[src/rtl/audio_irq_agg.sv]
module audio_irq_agg #(
  parameter int NSTRM  = 8,
  parameter int NCODEC = 4
) (
  input  logic                  clk,
  input  logic                  rst_n,
  input  logic [NSTRM-1:0][2:0] strm_flags,
  input  logic [NSTRM-1:0][2:0] strm_en,
  input  logic [1:0]            ring_flags,
  input  logic [1:0]            ring_en,
  input  logic [NCODEC-1:0]     codec_chg,
  input  logic [NCODEC-1:0]     wake_en,
  input  logic                  glb_en,
  input  logic                  ctrl_en,
  input  logic [NSTRM-1:0]      strm_ie,
  output logic [NSTRM+1:0]      int_status,
  output logic                  irq,
  output logic                  irq_rise,
  output logic                  irq_fall
);
  localparam int CBIT = NSTRM;
  localparam int GBIT = NSTRM + 1;

  logic [NSTRM-1:0] sbits;
  logic             cbit;
  logic             want;

  for (genvar i = 0; i < NSTRM; i++) begin : g_strm
    assign sbits[i] = |(strm_flags[i] & strm_en[i]);
  end

  assign cbit = (|(ring_flags & ring_en)) | (|codec_chg) | (|(codec_chg & wake_en));
  assign int_status = {(|sbits) | cbit, cbit, sbits};
  assign want = glb_en & ((ctrl_en & cbit) | (|(strm_ie & sbits)));

  always_ff @(posedge clk) begin
    if (!rst_n) begin
      irq      <= 1'b0;
      irq_rise <= 1'b0;
      irq_fall <= 1'b0;
    end else begin
      irq_rise <= want & ~irq;
      irq_fall <= ~want & irq;
      if (want != irq) irq <= want;
    end
  end


  gis_set_chk: assert property (@(posedge clk) disable iff (!rst_n)
    ((strm_flags[0] & strm_en[0]) != 3'b000) |-> int_status[GBIT]);


  ring_cis_chk: assert property (@(posedge clk) disable iff (!rst_n)
    ((ring_flags & ring_en) != 2'b00) |-> int_status[CBIT]);


  no_line_chk: assert property (@(posedge clk) disable iff (!rst_n)
    (!glb_en || (!ctrl_en && strm_ie == '0)) |=> !irq);


  rise_pulse_chk: assert property (@(posedge clk) disable iff (!rst_n)
    irq_rise |-> (irq && !$past(irq)));


  fall_pulse_chk: assert property (@(posedge clk) disable iff (!rst_n)
    irq_fall |-> (!irq && $past(irq)));


  pulse_excl_chk: assert property (@(posedge clk) disable iff (!rst_n)
    $onehot0({irq_rise, irq_fall}));


  hold_chk: assert property (@(posedge clk) disable iff (!rst_n)
    (!irq_rise && !irq_fall) |-> $stable(irq));
endmodule

[config.mk]
export PLATFORM = sky130hd
export DESIGN_NAME = audio_irq_agg
export DESIGN_NICKNAME = d
export VERILOG_FILES = /design/src/rtl/audio_irq_agg.sv
export SDC_FILE = /design/constraint.sdc
export NUM_CORES = 1
export LEC_CHECK = 0
export ABC_AREA = 1
export BUFFER_PORTS_ARGS = -buffer_cell sky130_fd_sc_hd__buf_4
export CORE_MARGIN = 2
export CORE_UTILIZATION = 25
export CTS_CLUSTER_DIAMETER = 120
export DETAILED_ROUTE_END_ITERATION = 6
export GPL_TIMING_DRIVEN = 0
export PLACE_DENSITY_LB_ADDON = 0.15
export SLEW_MARGIN = 5
export SYNTH_ARGS = -nofsm -noshare
export SYNTH_HDL_FRONTEND = slang
export SYNTH_SLANG_ARGS = --single-unit
[constraint.sdc]
create_clock -name clk -period 2.8 [get_ports clk]
set_clock_uncertainty 0.1 [all_clocks]
set_input_delay 0.14 -clock clk [delete_from_list [all_inputs] [get_ports clk]]
set_output_delay 0.14 -clock clk [all_outputs]
set_load 0.02 [all_outputs]
==> metrics.yaml <==
yosys_warnings: 0
dr_total_vias: 787
multiInputGateArea_um2: 325.3
postSynth.asyncResetShare: 0
reg2reg_to: "irq$_SDFFE_PN0P_"
dieArea_um2: 1987
drc: 0
max_slew_margin: 0.8243
drive_gt1_frac: 0.5949
crit_path_start: "strm_flags[10]"
hpwl_mm: 1.459
grt_overflow: 0
synth.most_common_cell: "nand2_1"
drt_pass1_iterations: 2
syn_nets: 147
cts_setup_buffers: 0
cts_tree: "built"
worstPathArrival_ns: 1.41
grt_usage: 0.1649
rsz0062_at_grt: "false"
cts_buffer_depth: 2
finalHoldViolCount: 0
hold_slack_ns: 0.1064
cap_violations: 0
slew_viol_final: 0
clkTransAtPathRegs_ns: 0.04
cts_made_buffers: 3
min_period_over_period: 0.4992
grt_pass1_wl_mm: 2.511
num_rows: 14
post_drt_wl_per_cell_um: 9.144
cp-endpoint: "irq$_SDFFE_PN0P_"
diodes: 0
synth-edff-count: 0
wirelength_mm: 1.591
clkLatencyLatePin_ns: 0.23
gp_congestion: 0.6312
antenna_found_initial: 0
synth_area_leaders: "nand2_1, nand3_2, dfxtp_1"
cp_data_required_time_ns: 2.82
htree_levels: 1
yosys.area.top_type: "nand2_1"
rrSetupSlack_ns: 1.62
r2r_start: "irq$_SDFFE_PN0P_"
worstHoldPathType: "in -> reg"
synth_common_cells: "nand2_1, nand3_2, inv_1, nor2_1, dfxtp_1"
post-route-min-period_ns: 1.398
area_delta_synth_final_pct: 159.6
fillCellCount: 137
drtIter0Drc: 2
crit_type: "in -> reg"
fmax_mhz: 715.5
first_global_vias: 718
ys_seq_elements: 3
die_w_um: 44.58
cts.sinks: 3
setup_violations: 0
avgSynthCellArea_um2: 5.639
vias_per_cell: 4.523
start_kind: "input pin"
syn_area_um2: 411.6
grt_max_degree: 5
synthesis.instances: 73
worst_pin_slew_ns: 0.2612
crit_path_max_fanout: 3
nNetsFinal: 233
design_area_um2: 1069
core_area_um2: 1524
root_buffer: "clkbuf_4"
p_per_area_nw_per_um2: 269.8
pin_count: 85
cp-end-kind: "flop"
tns_ns: 0
ys_seq_area_frac: 0.1459
ys.flop_type: "dfxtp_1"
die_h_um: 44.58
crit_chain: "buf_4, nand2_1, nand3_2, nand2_1, nand2_1, nor2_1, nand3_1, nand2_2, inv_1, ha_1, inv_1, o21ai_0, a21oi_2"
ant_nets: 0
slowest_stage: "ha_1"
placed_area_um2: 1032
initial_core_util: 0.2701
slowest_delay_ns: 0.26
status: "completed"
reg2regPathDepth: 5
yosys.area.top_type_share: 0.3739
path_common_cell: "nand2_1"
vdd_drop_max_v: 0.0002313
area.sequential_um2: 60.06
portBuffers: 80
total_leakage_power_nw: 0.6449
synth.distinct_cells: 14
-- metal layers --
metal / track usage / share of wire / vias up / wire length (um)
li1: - / - / 404 / -
met1: 0.1241 / 0.29 / 330 / 456
met2: 0.3536 / 0.54 / 53 / 863
met3: 0.07347 / 0.17 / 0 / 271
met4: 0.04242 / 0 / 0 / 0
met5: 0 / 0 / - / 0
-- cell type report --
| cell class | count | area share |
|---|---|---|
| well taps | 16 | 0.01874 |
| inverters | 5 | 0.01756 |
| flip-flops and latches | 3 | 0.05621 |
| repair buffers | 81 | 0.5714 |
| clock buffers | 4 | 0.02459 |
| multi-input cells | 64 | 0.3045 |
| plain buffers | 1 | 0.007026 |
-- state kept, by name (all words and copies together), names as in the netlist --
| signal | flops |
|---|---|
| irq_fall | 1 |
| irq | 1 |
| irq_rise | 1 |
-- worst min path at each step --
| stage | cells past startpoint | endpoint | start | slack (ns) |
|---|---|---|---|---|
| after floorplan | 2 | irq_fall$_SDFF_PN0_ | rst_n | 0.13 |
| after global placement | 3 | irq_fall$_SDFF_PN0_ | rst_n | 0.24 |
| after detailed placement | 3 | irq_fall$_SDFF_PN0_ | rst_n | 0.24 |
| after CTS | 3 | irq$_SDFFE_PN0P_ | glb_en | 0.10 |
| after global routing | 3 | irq$_SDFFE_PN0P_ | glb_en | 0.11 |
| final | 3 | irq$_SDFFE_PN0P_ | glb_en | 0.11 |
-- worst max-delay path, delay by kind of cell --
kind	cells	cell delay (ns)
compound gates	2	0.24
fa+ha+maj	1	0.26
buf+inv	3	0.21
simple gates	7	0.58
-- logic make-up after synthesis --
logic type,after synthesis,synth area share
adders and majority gates,2,0.06078
and+or+nand+nor,60,0.6961
buffers and inverters,6,0.06384
AOI/OAI and AO/OA,2,0.03343
DFF,3,0.1459
-- cells in the final DEF (no fill, tap or decap) --
master,count
nand4_1,1
inv_1,5
clkbuf_1,1
nor3_1,1
nand2_2,1
nand3_1,2
buf_4,81
o21ai_0,1
a21oi_2,1
dfxtp_1,3
clkbuf_4,3
nand2_1,41
nand3_2,8
ha_1,2
dlygate4sd3_1,1
nor2_1,5
nor4_1,1
-- through the flow --
stage / setup WS, ns / instances / total power, W / utilization
6_report: 1.402 / 174 / 0.0002883 / 0.7011
3_3_place_gp: 1.197 / 169 / 0.0002103 / 0.6773
5_1_grt: 1.237 / 174 / 0.0003103 / 0.7011
4_1_cts: 1.387 / 174 / 0.0002940 / 0.7011
3_5_place_dp: 1.142 / 169 / 0.0002143 / 0.6773
2_1_floorplan: 1.281 / 73 / 0.0001141 / -
-- what timing repair did --
item	in CTS	in global routing
resized for setup	0	0
endpoints found under the hold margin	1	0
hold buffers	1	0
-- where the power goes --
part / switching [W] / total, W / internal, W
registers: 0.00000268 / 0.0000503 / 0.0000476
logic: 0.0000658 / 0.000162 / 0.0000964
clock network: 0.0000223 / 0.0000757 / 0.0000534
total: 0.0000908 / 0.000288 / 0.000197
Note: power is estimated with default switching activity, not from simulation.
